===== src/rtl/cfg_done_pkg.sv =====
package cfg_done_pkg;

   // straps captured while reset is held
   typedef struct packed {
      logic crc_on;
      logic user_src;
   } strap_t;

   function automatic int ph_bits(input int n);
      return (n > 1) ? $clog2(n) : 1;
   endfunction

endpackage


===== src/rtl/cfg_len_match.sv =====
module cfg_len_match #(
   parameter int CNT_W = 24
) (
   input  logic             clk,
   input  logic             rst_n,
   input  logic             len_ld,
   input  logic [CNT_W-1:0] len_val,
   input  logic             mem_full,
   input  logic             frz,
   output logic             hit
);

   logic [CNT_W-1:0] cnt_q;
   logic [CNT_W-1:0] len_q;
   logic             len_vld_q;

   initial begin : elab_chk
      assert (CNT_W >= 2) else $fatal(1, "CNT_W must be at least 2");
   end

   // counter runs from the first clock, never gated by data alignment
   always_ff @(posedge clk) begin
      if (!rst_n) begin
         cnt_q <= '0;
      end else if (!frz) begin
         cnt_q <= cnt_q + 1'b1;
      end
   end

   always_ff @(posedge clk) begin
      if (!rst_n) begin
         len_q     <= '0;
         len_vld_q <= 1'b0;
      end else if (len_ld) begin
         len_q     <= len_val;
         len_vld_q <= 1'b1;
      end
   end

   assign hit = len_vld_q && mem_full && (cnt_q == len_q);


   cnt_step_chk: assert property (@(posedge clk) disable iff (!rst_n)
      !frz |=> (cnt_q == $past(cnt_q) + 1'b1));


   cnt_frozen_chk: assert property (@(posedge clk) disable iff (!rst_n)
      frz |=> $stable(cnt_q));


   len_kept_chk: assert property (@(posedge clk) disable iff (!rst_n)
      (len_vld_q && !len_ld) |=> (len_vld_q && $stable(len_q)));

endmodule


===== src/rtl/cfg_startup_seq.sv =====
module cfg_startup_seq #(
   parameter int N_PH    = 3,
   parameter int DONE_PH = 0,
   parameter int OE_PH   = 1,
   parameter int GSR_PH  = 2
) (
   input  logic clk,
   input  logic rst_n,
   input  logic go,
   input  logic tick,
   output logic act_o,
   output logic done_o,
   output logic oe_o,
   output logic gsr_o
);

   localparam int              PH_W    = cfg_done_pkg::ph_bits(N_PH);
   localparam logic [PH_W-1:0] PH_LAST = PH_W'(N_PH - 1);

   logic            act_q;
   logic [PH_W-1:0] ph_q;

   initial begin : elab_chk
      assert (N_PH >= 1) else $fatal(1, "N_PH must be positive");
      assert (DONE_PH >= 0 && DONE_PH < N_PH) else $fatal(1, "DONE_PH out of range");
      assert (OE_PH   >= 0 && OE_PH   < N_PH) else $fatal(1, "OE_PH out of range");
      assert (GSR_PH  >= 0 && GSR_PH  < N_PH) else $fatal(1, "GSR_PH out of range");
   end

   always_ff @(posedge clk) begin
      if (!rst_n) begin
         act_q <= 1'b0;
         ph_q  <= '0;
      end else if (!act_q) begin
         if (go) begin
            act_q <= 1'b1;
            ph_q  <= '0;
         end
      end else if (tick && (ph_q != PH_LAST)) begin
         ph_q <= ph_q + 1'b1;
      end
   end

   assign act_o  = act_q;
   assign done_o = act_q && (int'(ph_q) >= DONE_PH);
   assign oe_o   = act_q && (int'(ph_q) >= OE_PH);
   assign gsr_o  = !(act_q && (int'(ph_q) >= GSR_PH));


   enter_ph0_chk: assert property (@(posedge clk) disable iff (!rst_n)
      $rose(act_q) |-> (ph_q == '0));


   ph_step_chk: assert property (@(posedge clk) disable iff (!rst_n)
      act_q |=> ((ph_q == $past(ph_q)) || (ph_q == $past(ph_q) + 1'b1)));


   no_tick_hold_chk: assert property (@(posedge clk) disable iff (!rst_n)
      (act_q && !tick) |=> $stable(ph_q));


   act_hold_chk: assert property (@(posedge clk) disable iff (!rst_n)
      act_q |=> act_q);

endmodule


===== src/rtl/cfg_crc_flag.sv =====
module cfg_crc_flag (
   input  logic clk,
   input  logic rst_n,
   input  logic crc_on,
   input  logic crc_err,
   input  logic busy,
   output logic init_n_o
);

   logic err_q;

   always_ff @(posedge clk) begin
      if (!rst_n) begin
         err_q <= 1'b0;
      end else if (crc_on && crc_err && busy) begin
         err_q <= 1'b1;
      end
   end

   assign init_n_o = !err_q;


   init_sticky_chk: assert property (@(posedge clk) disable iff (!rst_n)
      !init_n_o |=> !init_n_o);


   crc_off_chk: assert property (@(posedge clk) disable iff (!rst_n)
      !crc_on |-> init_n_o);

endmodule


===== src/rtl/cfg_done_ctrl.sv =====
module cfg_done_ctrl #(
   parameter int CNT_W   = 24,
   parameter int N_PH    = 3,
   parameter int DONE_PH = 0,
   parameter int OE_PH   = 1,
   parameter int GSR_PH  = 2,
   parameter bit HAS_CRC = 1'b1
) (
   input  logic             clk,
   input  logic             rst_n,
   input  logic             len_ld,
   input  logic [CNT_W-1:0] len_val,
   input  logic             mem_full,
   input  logic             crc_err,
   input  logic             cfg_crc_on,
   input  logic             cfg_user_clk,
   input  logic             user_tick,
   output logic             done_o,
   output logic             init_n_o,
   output logic             oe_o,
   output logic             gsr_o
);

   cfg_done_pkg::strap_t strap_q;
   logic                 hit;
   logic                 seq_act;
   logic                 st_tick;

   // straps follow the pins only while reset is held
   always_ff @(posedge clk) begin
      if (!rst_n) begin
         strap_q.crc_on   <= cfg_crc_on;
         strap_q.user_src <= cfg_user_clk;
      end
   end

   assign st_tick = strap_q.user_src ? user_tick : 1'b1;

   cfg_len_match #(
      .CNT_W (CNT_W)
   ) u_match (
      .clk      (clk),
      .rst_n    (rst_n),
      .len_ld   (len_ld),
      .len_val  (len_val),
      .mem_full (mem_full),
      .frz      (seq_act),
      .hit      (hit)
   );

   cfg_startup_seq #(
      .N_PH    (N_PH),
      .DONE_PH (DONE_PH),
      .OE_PH   (OE_PH),
      .GSR_PH  (GSR_PH)
   ) u_seq (
      .clk    (clk),
      .rst_n  (rst_n),
      .go     (hit),
      .tick   (st_tick),
      .act_o  (seq_act),
      .done_o (done_o),
      .oe_o   (oe_o),
      .gsr_o  (gsr_o)
   );

   generate
      if (HAS_CRC) begin : g_crc
         cfg_crc_flag u_crc (
            .clk      (clk),
            .rst_n    (rst_n),
            .crc_on   (strap_q.crc_on),
            .crc_err  (crc_err),
            .busy     (!seq_act),
            .init_n_o (init_n_o)
         );
      end else begin : g_no_crc
         logic unused_crc;
         assign unused_crc = crc_err ^ strap_q.crc_on;
         assign init_n_o   = 1'b1;
      end
   endgenerate


   done_needs_full_chk: assert property (@(posedge clk) disable iff (!rst_n)
      $rose(seq_act) |-> $past(mem_full));


   strap_stable_chk: assert property (@(posedge clk) disable iff (!rst_n)
      rst_n |=> $stable(strap_q));

endmodule


===== config.mk =====
export PLATFORM = sky130hd
export DESIGN_NAME = cfg_done_ctrl
export DESIGN_NICKNAME = d
export VERILOG_FILES = /design/src/rtl/cfg_done_pkg.sv /design/src/rtl/cfg_len_match.sv /design/src/rtl/cfg_startup_seq.sv /design/src/rtl/cfg_crc_flag.sv /design/src/rtl/cfg_done_ctrl.sv
export SDC_FILE = /design/constraint.sdc
export NUM_CORES = 1
export LEC_CHECK = 0
export ABC_AREA = 1
export BUFFER_PORTS_ARGS = -buffer_cell sky130_fd_sc_hd__buf_4
export CAP_MARGIN = 20
export CORE_ASPECT_RATIO = 0.75
export CORE_MARGIN = 3
export CORE_UTILIZATION = 40
export CTS_BUF_LIST = sky130_fd_sc_hd__clkbuf_8
export DETAILED_ROUTE_END_ITERATION = 7
export PLACE_DENSITY = 0.66
export SYNTH_ARGS = -nofsm -noshare
export SYNTH_HDL_FRONTEND = slang
export SYNTH_HIERARCHICAL = 1
export SYNTH_SLANG_ARGS = --single-unit

===== constraint.sdc =====
create_clock -name clk -period 1.3 [get_ports clk]
set_input_delay 0.13 -clock clk [delete_from_list [all_inputs] [get_ports clk]]
set_output_delay 0.13 -clock clk [all_outputs]
set_load 0.01 [all_outputs]

==> reports/metrics.cfg, run 1 <==
[setup_path]
timing.rr.start = u_match/cnt_q[4]
cpMaxStageDelayCell = dfxtp_4
arrival_ns = 1.59
critPathMaxFanout = 3
crit_chain = nand2_1, o21ai_1, nor2_1, nand2_1, nor2_1, nand2_1, nor2_2, nand2_2, a21oi_2, nor2_1
r2r_slack_ns = -0.06
critPathRequiredTime_ns = 1.53
startpoint = u_match/cnt_q[4]
endpoint = u_seq/ph_q[0]
timing.rr.end = u_seq/ph_q[0]
endpoint_kind = flip-flop
rr_worst_depth = 10
worstSetupStartpointType = flip-flop
path_class = reg -> reg
critPathMaxStageDelay_ns = 0.38

[placement]
placed_cells = 546
dp_hpwl_microns = 5546
placed_cell_area_sq_um = 3369
gp_congestion = 0.9045
port_buffers = 35

[global_route]
grt_max_degree = 25
first_global_vias = 2592
grt_overflow = 0
grtUsageTotal_pct = 19.47
grt_pass1_wl_microns = 12140
antenna_found_initial = 0

[yosys]
synth_top_area_share_pct = 38.46
synthCells = 400
ys_top_cells_by_area = dfxtp_1, nor2_1, nand2_1
synth_most_common_cell = nor2_1
synth-edff-count = 2
ys_warn_count = 6
syn_area_sq_um = 2759
synth_cell_types = 33
netlist.top_cell.by_area = dfxtp_1
async_flop_share_pct = 0
synthFlopType = dfxtp_1
synthTopCellsByCount = nor2_1, nand2_1, dfxtp_1, inv_1, o21ai_0
syn_nets = 435
ys_seq_area_share_pct = 40.63
ys_seq_elements = 55
avgSynthCellArea_sq_um = 6.897

[sta]
rsz0062_at_grt = yes
finalCritPeriodShare_pct = 104.8
setup_slack_ns = -0.06210
hold_viol_final = 0
slew_headroom_pct = 68.27
tightestPinTransition_ns = 0.4754
report.final.slew_viol_count = 0
fin_skew_ns = 0.007652
setup_viol = 9
max_freq_mhz = 734.2
period_minus_slack_ns = 1.362

[routing]
drt_iter0_markers = 151
wl_microns = 7455
wl_per_cell_microns = 13.27
via_per_inst = 4.897
final_antenna_net_count = 0
drtPass1Iterations = 4
drc = 0
num_vias = 2752

[floorplan]
top_level_ports = 36
start_util_pct = 42.61
die_height_microns = 77.93
die_x_microns = 101.9
core_area_sq_um = 6475
dieArea_sq_um = 7940
fp-row-count = 25

[cells_and_area]
design_area_sq_um = 3720
drive_gt1_share_pct = 34.72
fin_cells = 562
final_util_pct = 57.45
layout.nets = 515
area_growth_pct = 34.83
diodes = 0

[clocking]
cts_root_buf = clkbuf_8
cts_max_level = 2
clock-sinks = 55
clkTransAtPathRegs_ns = 0.11
cts_buffer_depth = 2
clk_latency_ns = 0.32
cts_buffers = 5
cts_tree = done

[flow_run]
drv_cap = 0

[power]
p_seq_share_pct = 56.9
p_sw_share_pct = 26.43
p_leak_nw = 1.607
powerDensity_nw_per_um2 = 851.9
pwr-share-clk_pct = 31.5
switching_power_mw = 0.8375
p_comb_share_pct = 11.6
ir_drop_mv = 0.6450
p_int_mw = 2.332

[worst_hold_path]
hp-class = in -> reg

[status]
failed_checks = negative setup slack
outcome = complete, but fails checks

-- cell type report --
class / instances / area [sq um]
inverters: 44 / 165.2
flip-flops and latches: 55 / 1159
well taps: 81 / 101.3
clock inverters: 3 / 21.27
clock buffers: 5 / 68.82
repair buffers: 83 / 643.1
fillers: 615 / 2755
multi-input cells: 291 / 1562
-- worst max-delay path: cells and delay by family (launching register included) --
kind	cells	cell delay, ns
AOI/OAI and AO/OA	2	0.20
DFF	1	0.38
and+or+nand+nor	8	0.69
-- power groups by stage --
stage	Combinational, mW	Clock [mW]	Sequential, mW
after detailed placement	0.350	0	1.85
after global routing	0.415	1.10	1.81
after global placement	0.344	0	1.84
final	0.367	0.998	1.80
after floorplan	0.195	0	1.83
after CTS	0.362	1.03	1.81
-- flip-flops by register name (all words and copies together) (netlist names) --
register           count
g_crc.u_crc/err_q      1
u_match/cnt_q         24
strap_q                2
u_match/len_q         24
u_seq/ph_q             2
u_match/len_vld_q      1
u_seq/act_o            1
-- cells by family (layout without fill, tap and decap cells) --
| logic type | Yosys count | after routing | synth area share, % |
|---|---|---|---|
| and+or+nand+nor | 209 | 209 | 33.97 |
| AOI/OAI and AO/OA | 70 | 70 | 13.24 |
| DFF | 55 | 55 | 40.64 |
| buffers and inverters | 54 | 135 | 7.936 |
| xor gates and xnor gates | 9 | 9 | 2.857 |
| adders and majority gates | 3 | 3 | 1.361 |
-- how the worst min path moves through the flow --
stage                     depth (start not counted)                 to    startpoint
final                                             3   u_match/len_q[0]    len_val[0]
after global routing                              3  u_match/len_q[20]   len_val[20]
after CTS                                         3  u_match/len_q[20]   len_val[20]
after detailed placement                          1         strap_q[0]  cfg_user_clk
after global placement                            1         strap_q[0]  cfg_user_clk
after floorplan                                   0         strap_q[0]  cfg_user_clk
-- through the flow --
step / setup TNS, ns / setup slack [ns] / power [mW] / hold slack, ns
floorplan: 0 / 0.04494 / 2.027 / 0.2289
global placement: -0.4701 / -0.09634 / 2.188 / 0.3082
detailed placement: -0.9029 / -0.1571 / 2.196 / 0.3096
CTS: -0.2895 / -0.06731 / 3.205 / 0.01722
global route: -1.526 / -0.1563 / 3.326 / 0.005036
finish: -0.3647 / -0.06210 / 3.169 / 0.02390
-- layout by cell type, fill, tap and decap left out, drive strengths merged --
cell type    instances
clkinv               1
nand4                2
inv                 46
nor3                 7
o21bai               1
nand2               74
xnor2                5
edfxtp               2
clkbuf               5
a21oi               23
o21ai               44
nor2               100
o211ai               1
and2                 2
buf                 81
nand3               22
ha                   3
dlygate4sd3          2
o21a                 1
xor2                 4
or2                  2
dfxtp               53
-- timing repair --
| action | CTS | global route |
|---|---|---|
| endpoints found under the setup margin | 21 | 24 |
| buffers inserted | 1 | 5 |
| hold buffers | 2 | 0 |
| endpoints found under the hold margin | 2 | 0 |
| resized for setup | 38 | 40 |
| pin swaps | 14 | 9 |
-- routing by layer --
metal  wire length (microns)  GRT usage (%)
met1                    3878          28.96
met2                    3162          27.94
met3                     335          4.133
met4                      78          5.898
met5                       0              0
Note: power is estimated with default switching activity, not from simulation.
==> run 2, diff against run 1 <==
- ABC_AREA: 1 -> not set
- CORE_ASPECT_RATIO: 0.75 -> not set
- TNS_END_PERCENT: not set -> 5
==> reports/metrics.cfg, run 2 <==
[yosys]
synthFlopType = dfxtp_1
ys_seq_area_share_pct = 45.00  ; +4.4 points
synthCells = 272  ; -32%
synth_most_common_cell = dfxtp_1
synthTopCellsByCount = dfxtp_1, nor2_1, mux2i_1, xor2_1, xnor2_1
synth_cell_types = 33  ; unchanged
synth_top_area_share_pct = 42.59  ; +4.1 points
syn_area_sq_um = 2491  ; -9.7%
synth-edff-count = 2  ; unchanged
ys_seq_elements = 55  ; unchanged
ys_warn_count = 6  ; unchanged
ys_top_cells_by_area = dfxtp_1, mux2i_1, xor2_1
netlist.top_cell.by_area = dfxtp_1
syn_nets = 307  ; -29%
avgSynthCellArea_sq_um = 9.159  ; +33%
async_flop_share_pct = 0  ; unchanged

[clocking]
clkTransAtPathRegs_ns = 0.09  ; -0.02 ns
cts_buffer_depth = 2  ; unchanged
clock-sinks = 55  ; unchanged
clk_latency_ns = 0.30  ; -0.02 ns
cts_root_buf = clkbuf_8
cts_max_level = 2  ; unchanged
cts_buffers = 5  ; unchanged
cts_tree = done
cts_setup_buffers = 0  ; -1

[sta]
max_freq_mhz = 574.1  ; -22%
setup_viol = 17  ; +8
setup_slack_ns = -0.4417  ; -0.3796 ns
period_minus_slack_ns = 1.742  ; +0.3796 ns
setup_tns_ns = -4.137  ; -3.772 ns
slew_headroom_pct = 72.04  ; +3.8 points
fin_skew_ns = 0.006184  ; -0.001468 ns
hold_viol_final = 0  ; unchanged
finalCritPeriodShare_pct = 134.0  ; +29 points
tightestPinTransition_ns = 0.4194  ; -0.05594 ns
rsz0062_at_grt = yes
report.final.slew_viol_count = 0  ; unchanged

[worst_hold_path]
hold_start = len_val[15]
min_to = u_match/len_q[15]
hp-class = in -> reg
whs_path_depth = 3  ; unchanged

[global_route]
grt_overflow = 0  ; unchanged
first_global_vias = 2031  ; -22%
grt_max_degree = 49  ; +96%
grt_pass1_wl_microns = 9218  ; -24%
grtUsageTotal_pct = 15.89  ; -3.6 points
antenna_found_initial = 0  ; unchanged

[power]
powerDensity_nw_per_um2 = 898.9  ; +5.5%
p_leak_nw = 1.525  ; -5.1%
p_sw_share_pct = 23.33  ; -3.1 points
power_mw = 3.094  ; -2.4%
switching_power_mw = 0.7218  ; -14%
p_comb_share_pct = 10.9  ; -0.7 points
p_seq_share_pct = 58.3  ; +1.4 points
pwr-share-clk_pct = 30.7  ; -0.8 points
p_int_mw = 2.372  ; +1.7%
ir_drop_mv = 0.6595  ; +2.2%

[routing]
via_per_inst = 4.853  ; -0.90%
drtPass1Iterations = 4  ; unchanged
drt_iter0_markers = 106  ; -30%
wl_per_cell_microns = 12.86  ; -3.1%
final_antenna_net_count = 0  ; unchanged
num_vias = 2043  ; -26%
drc = 0  ; unchanged
wl_microns = 5414  ; -27%

[setup_path]
critPathMaxFanout = 6  ; +3
timing.rr.start = u_match/cnt_q[3]
r2r_slack_ns = -0.44  ; -0.38 ns
timing.rr.end = u_match/cnt_q[23]
critPathRequiredTime_ns = 1.55  ; +0.02 ns
rr_worst_depth = 4  ; -6
arrival_ns = 1.99  ; +0.40 ns
worstSetupStartpointType = flip-flop
endpoint_kind = flip-flop
path_class = reg -> reg

[cells_and_area]
top_regs = u_match/cnt_q (24), u_match/len_q (24)
final_common_cell = buf_4
layout.nets = 380  ; -26%
fin_cells = 421  ; -25%
mostFrequentLayoutCells = buf_4, nor2_1, dfxtp_1, mux2i_1, xor2_1
area_growth_pct = 38.17
diodes = 0  ; unchanged
drive_gt1_share_pct = 37.57  ; +2.9 points

[floorplan]
dieArea_sq_um = 7211  ; -9.2%
core_area_sq_um = 5991  ; -7.5%
fp-row-count = 28  ; +12%
die_x_microns = 84.92  ; -17%
die_height_microns = 84.92  ; +9.0%
top_level_ports = 36  ; unchanged
start_util_pct = 41.58  ; -1.0 points

[flow_run]
drv_cap = 0  ; unchanged

[status]
outcome = complete, but fails checks
failed_checks = negative setup slack

[placement]
gp_congestion = 0.7705  ; -15%
port_buffers = 35  ; unchanged
placed_cells = 411  ; -25%
dp_hpwl_microns = 3743  ; -33%

==> run 2: cell count changes after synthesis, moves of 6 or more <==
| cell | change |
|---|---|
| xor2_1 | +15 |
| nand3_1 | -13 |
| nor2_1 | -50 |
| inv_1 | -31 |
| nand2_1 | -57 |
| o21ai_0 | -33 |
| nor4_1 | +9 |
| a21oi_1 | -11 |
| xnor2_1 | +12 |
| nand4_1 | +6 |
| or3_1 | +6 |
| mux2i_1 | +26 |
==> run 2: layout make-up <==
cell class,instances,area (sq um)
clock buffer,6,82.58
clock inverter,2,8.758
fill,529,2549
inverter,12,45.04
multi-input combinational,192,1433
sequential,55,1146
tap,75,93.84
timing repair buffer,79,633.1
==> run 2: worst max-delay path by stage <==
stage / startpoint / end / slack [ns] / depth (start not counted)
detailed placement: u_match/cnt_q[3] / u_seq/ph_q[0] / -0.50 / 8
finish: u_match/cnt_q[3] / u_match/cnt_q[23] / -0.44 / 4
CTS: u_match/cnt_q[11] / u_seq/ph_q[0] / -0.49 / 8
global route: u_match/cnt_q[11] / u_seq/ph_q[1] / -0.53 / 8
floorplan: u_match/cnt_q[9] / u_match/cnt_q[23] / -0.37 / 5
global placement: u_match/cnt_q[11] / u_seq/ph_q[1] / -0.47 / 8
==> run 2: power groups by stage <==
stage / combinational [mW] / clock, mW / sequential (mW)
2_1_floorplan: 0.179 / 0 / 1.84
3_3_place_gp: 0.317 / 0 / 1.84
3_5_place_dp: 0.322 / 0 / 1.84
4_1_cts: 0.337 / 0.995 / 1.81
5_1_grt: 0.378 / 1.07 / 1.81
6_report: 0.338 / 0.951 / 1.80
==> run 2: routing by layer <==
layer  routed length [microns]  global-route usage [%]  up-vias
met1                      2582                   20.95      931
li1                          -                       -     1072
met4                        58                   6.331        0
met3                       228                   3.301        5
met2                      2544                   25.48       35
met5                         0                       0        -
==> run 2: critical path, stage by stage, from the launching register on <==
cell and delay (ns):
dfxtp_2 0.34, nand4_1 0.18, or4_4 0.63, or4_4 0.43, a21oi_2 0.11
==> run 2: logic make-up (layout without fill, tap and decap cells) <==
family                     Yosys count  count (layout)  share of synthesized area (%)
AOI/OAI and AO/OA                   24              24                          5.224
xor gates and xnor gates            36              36                          12.66
adders and majority gates            3               3                          1.507
buffers and inverters               25              99                          4.018
DFF                                 55              55                          45.00
muxes                               26              26                          10.45
and+or+nand+nor                    103             103                          21.14
==> run 2: timing repair <==
action                                 4_1_cts  5_1_grt
pin swaps                                    4        7
endpoints found under the hold margin        2        0
setup endpoints to repair                   21       24
resized for setup                           21       25
hold buffers                                 2        0
cloned                                       0        0
==> run 2: metrics by stage <==
stage	area (sq um)	hold slack, ns	setup slack (ns)	utilization [%]
finish	3442	0.05560	-0.4417	57.46
floorplan	2541	0.2289	-0.3732	-
global placement	3152	0.3084	-0.4745	52.61
global route	3442	0.04465	-0.5286	57.46
detailed placement	3152	0.3094	-0.5003	52.61
CTS	3354	0.04298	-0.4929	55.99
==> run 3, diff against run 2 <==
- clock period: 1.3 -> 1.5 ns (I/O delays scaled with it)
==> reports/metrics.cfg, run 3 (synthesized netlist as in run 2, its figures left out) <==
[cells_and_area]
layout.nets = 374  ; -1.6%
mostFrequentLayoutCells = buf_4, dfxtp_1, nor2_1, mux2i_1, xor2_1
design_area_sq_um = 3312  ; -3.8%
top_regs = u_match/cnt_q (24), u_match/len_q (24)
fill_cells = 558  ; +5.5%
drive_gt1_share_pct = 32.06  ; -5.5 points
final_common_cell = buf_4
area_growth_pct = 32.95
diodes = 0  ; unchanged
fin_cells = 415  ; -1.4%
final_util_pct = 55.28  ; -2.2 points

[sta]
period_minus_slack_ns = 1.798  ; +0.05610 ns
tightestPinTransition_ns = 0.4248  ; +0.005328 ns
max_freq_mhz = 556.2  ; -3.1%
setup_slack_ns = -0.2978  ; +0.1439 ns
fin_skew_ns = 0.005851  ; -0.0003329 ns
finalCritPeriodShare_pct = 119.9  ; -14 points
slew_headroom_pct = 71.68  ; -0.36 points
hold_viol_final = 0  ; unchanged
report.final.slew_viol_count = 0  ; unchanged
rsz0062_at_grt = yes
setup_viol = 10  ; -7

[clocking]
clk_latency_ns = 0.30  ; about the same
clkTransAtPathRegs_ns = 0.10  ; about the same
cts_root_buf = clkbuf_8
clock-sinks = 55  ; unchanged
cts_buffers = 5  ; unchanged
cts_max_level = 2  ; unchanged
cts_tree = done
cts_buffer_depth = 2  ; unchanged

[setup_path]
crit_buf_inv = 1  ; +1
critPathMaxFanout = 5  ; -1
endpoint_kind = flip-flop
path_common_cell = or4_4
critPathMaxStageDelay_ns = 0.58  ; -0.05 ns
crit_family = simple AND/OR/NAND/NOR gates
path_class = reg -> reg
worstSetupStartpointType = flip-flop
cpMaxStageDelayCell = or4_4
crit_chain = buf_6, nand4b_4, or4_4, or4_4, a21oi_2
critPathRequiredTime_ns = 1.74  ; +0.19 ns
arrival_ns = 2.04  ; +0.05 ns

[routing]
via_per_inst = 4.831  ; -0.44%
final_antenna_net_count = 0  ; unchanged
drc = 0  ; unchanged
wl_per_cell_microns = 13.13  ; +2.1%
wl_microns = 5448  ; +0.63%
drtPass1Iterations = 5  ; +1
num_vias = 2005  ; -1.9%
drt_iter0_markers = 101  ; -4.7%

[floorplan]
die_height_microns = 84.92  ; unchanged
top_level_ports = 36  ; unchanged
dieArea_sq_um = 7211  ; unchanged
core_area_sq_um = 5991  ; unchanged
fp-row-count = 28  ; unchanged
start_util_pct = 41.58  ; unchanged
die_x_microns = 84.92  ; unchanged

[global_route]
antenna_found_initial = 0  ; unchanged
grtUsageTotal_pct = 15.36  ; -0.53 points
first_global_vias = 1958  ; -3.6%
grt_pass1_wl_microns = 9004  ; -2.3%
grt_max_degree = 49  ; unchanged
grt_overflow = 0  ; unchanged

[power]
p_leak_nw = 1.470  ; -3.6%
ir_drop_mv = 0.4609  ; -30%
power_mw = 2.678  ; -13%
powerDensity_nw_per_um2 = 808.5  ; -10%

[placement]
dp_hpwl_microns = 3799  ; +1.5%
preCtsSetupSlack_ns = -0.2981  ; +0.2022 ns
placed_cells = 405  ; -1.5%
port_buffers = 35  ; unchanged
placed_cell_area_sq_um = 3107  ; -1.4%
gp_congestion = 0.7552  ; -2.0%

[status]
failed_checks = negative setup slack
outcome = complete, but fails checks

[worst_hold_path]
hp-class = in -> reg

[flow_run]
drv_cap = 0  ; unchanged

-- run 3: metrics by stage --
stage,hold slack [ns],TNS (ns)
6_report,0.02455,-1.879
5_1_grt,0.01029,-2.880
4_1_cts,0.01291,-1.839
3_5_place_dp,0.3342,-2.127
3_3_place_gp,0.3289,-1.623
2_1_floorplan,0.2489,-1.084
-- run 3: what timing repair did --
action,CTS,global route
endpoints found under the setup margin,12,14
resized for setup,10,13
pin swaps,3,7
buffers inserted,0,2
hold buffers,0,0
-- run 3: final cells by class --
type | count | area (sq um) | area share, %
Sequential cell | 55 | 1139 | 34.38
Clock inverter | 2 | 8.758 | 0.2645
Tap cell | 75 | 93.84 | 2.833
Clock buffer | 6 | 82.58 | 2.493
Inverter | 12 | 45.04 | 1.360
Multi-Input combinational cell | 192 | 1375 | 41.52
Timing Repair Buffer | 73 | 568.0 | 17.15
-- run 3: path summary, 6_finish.rpt --
check                      end  depth (start not counted)  slack (ns)              start
max          u_match/cnt_q[23]                          5       -0.30   u_match/cnt_q[0]
min                 strap_q[0]                          1        0.02       cfg_user_clk
max reg2reg  u_match/cnt_q[23]                          5       -0.30   u_match/cnt_q[0]
min reg2reg  g_crc.u_crc/err_q                          2        0.47  g_crc.u_crc/err_q
-- run 3: layer usage --
layer	vias up	GRT usage (%)	wire, microns
li1	1053	-	-
met1	923	20.44	2571
met2	27	25.05	2623
met3	2	3.010	214
met4	0	5.180	38
met5	-	0	0
-- run 3: power by group --
| group | internal, mW | switching (mW) | leakage [nW] | total (mW) |
|---|---|---|---|---|
| clock | 0.367 | 0.458 | 0.0524 | 0.825 |
| sequential | 1.52 | 0.0381 | 0.458 | 1.56 |
| combinational | 0.164 | 0.128 | 0.960 | 0.292 |
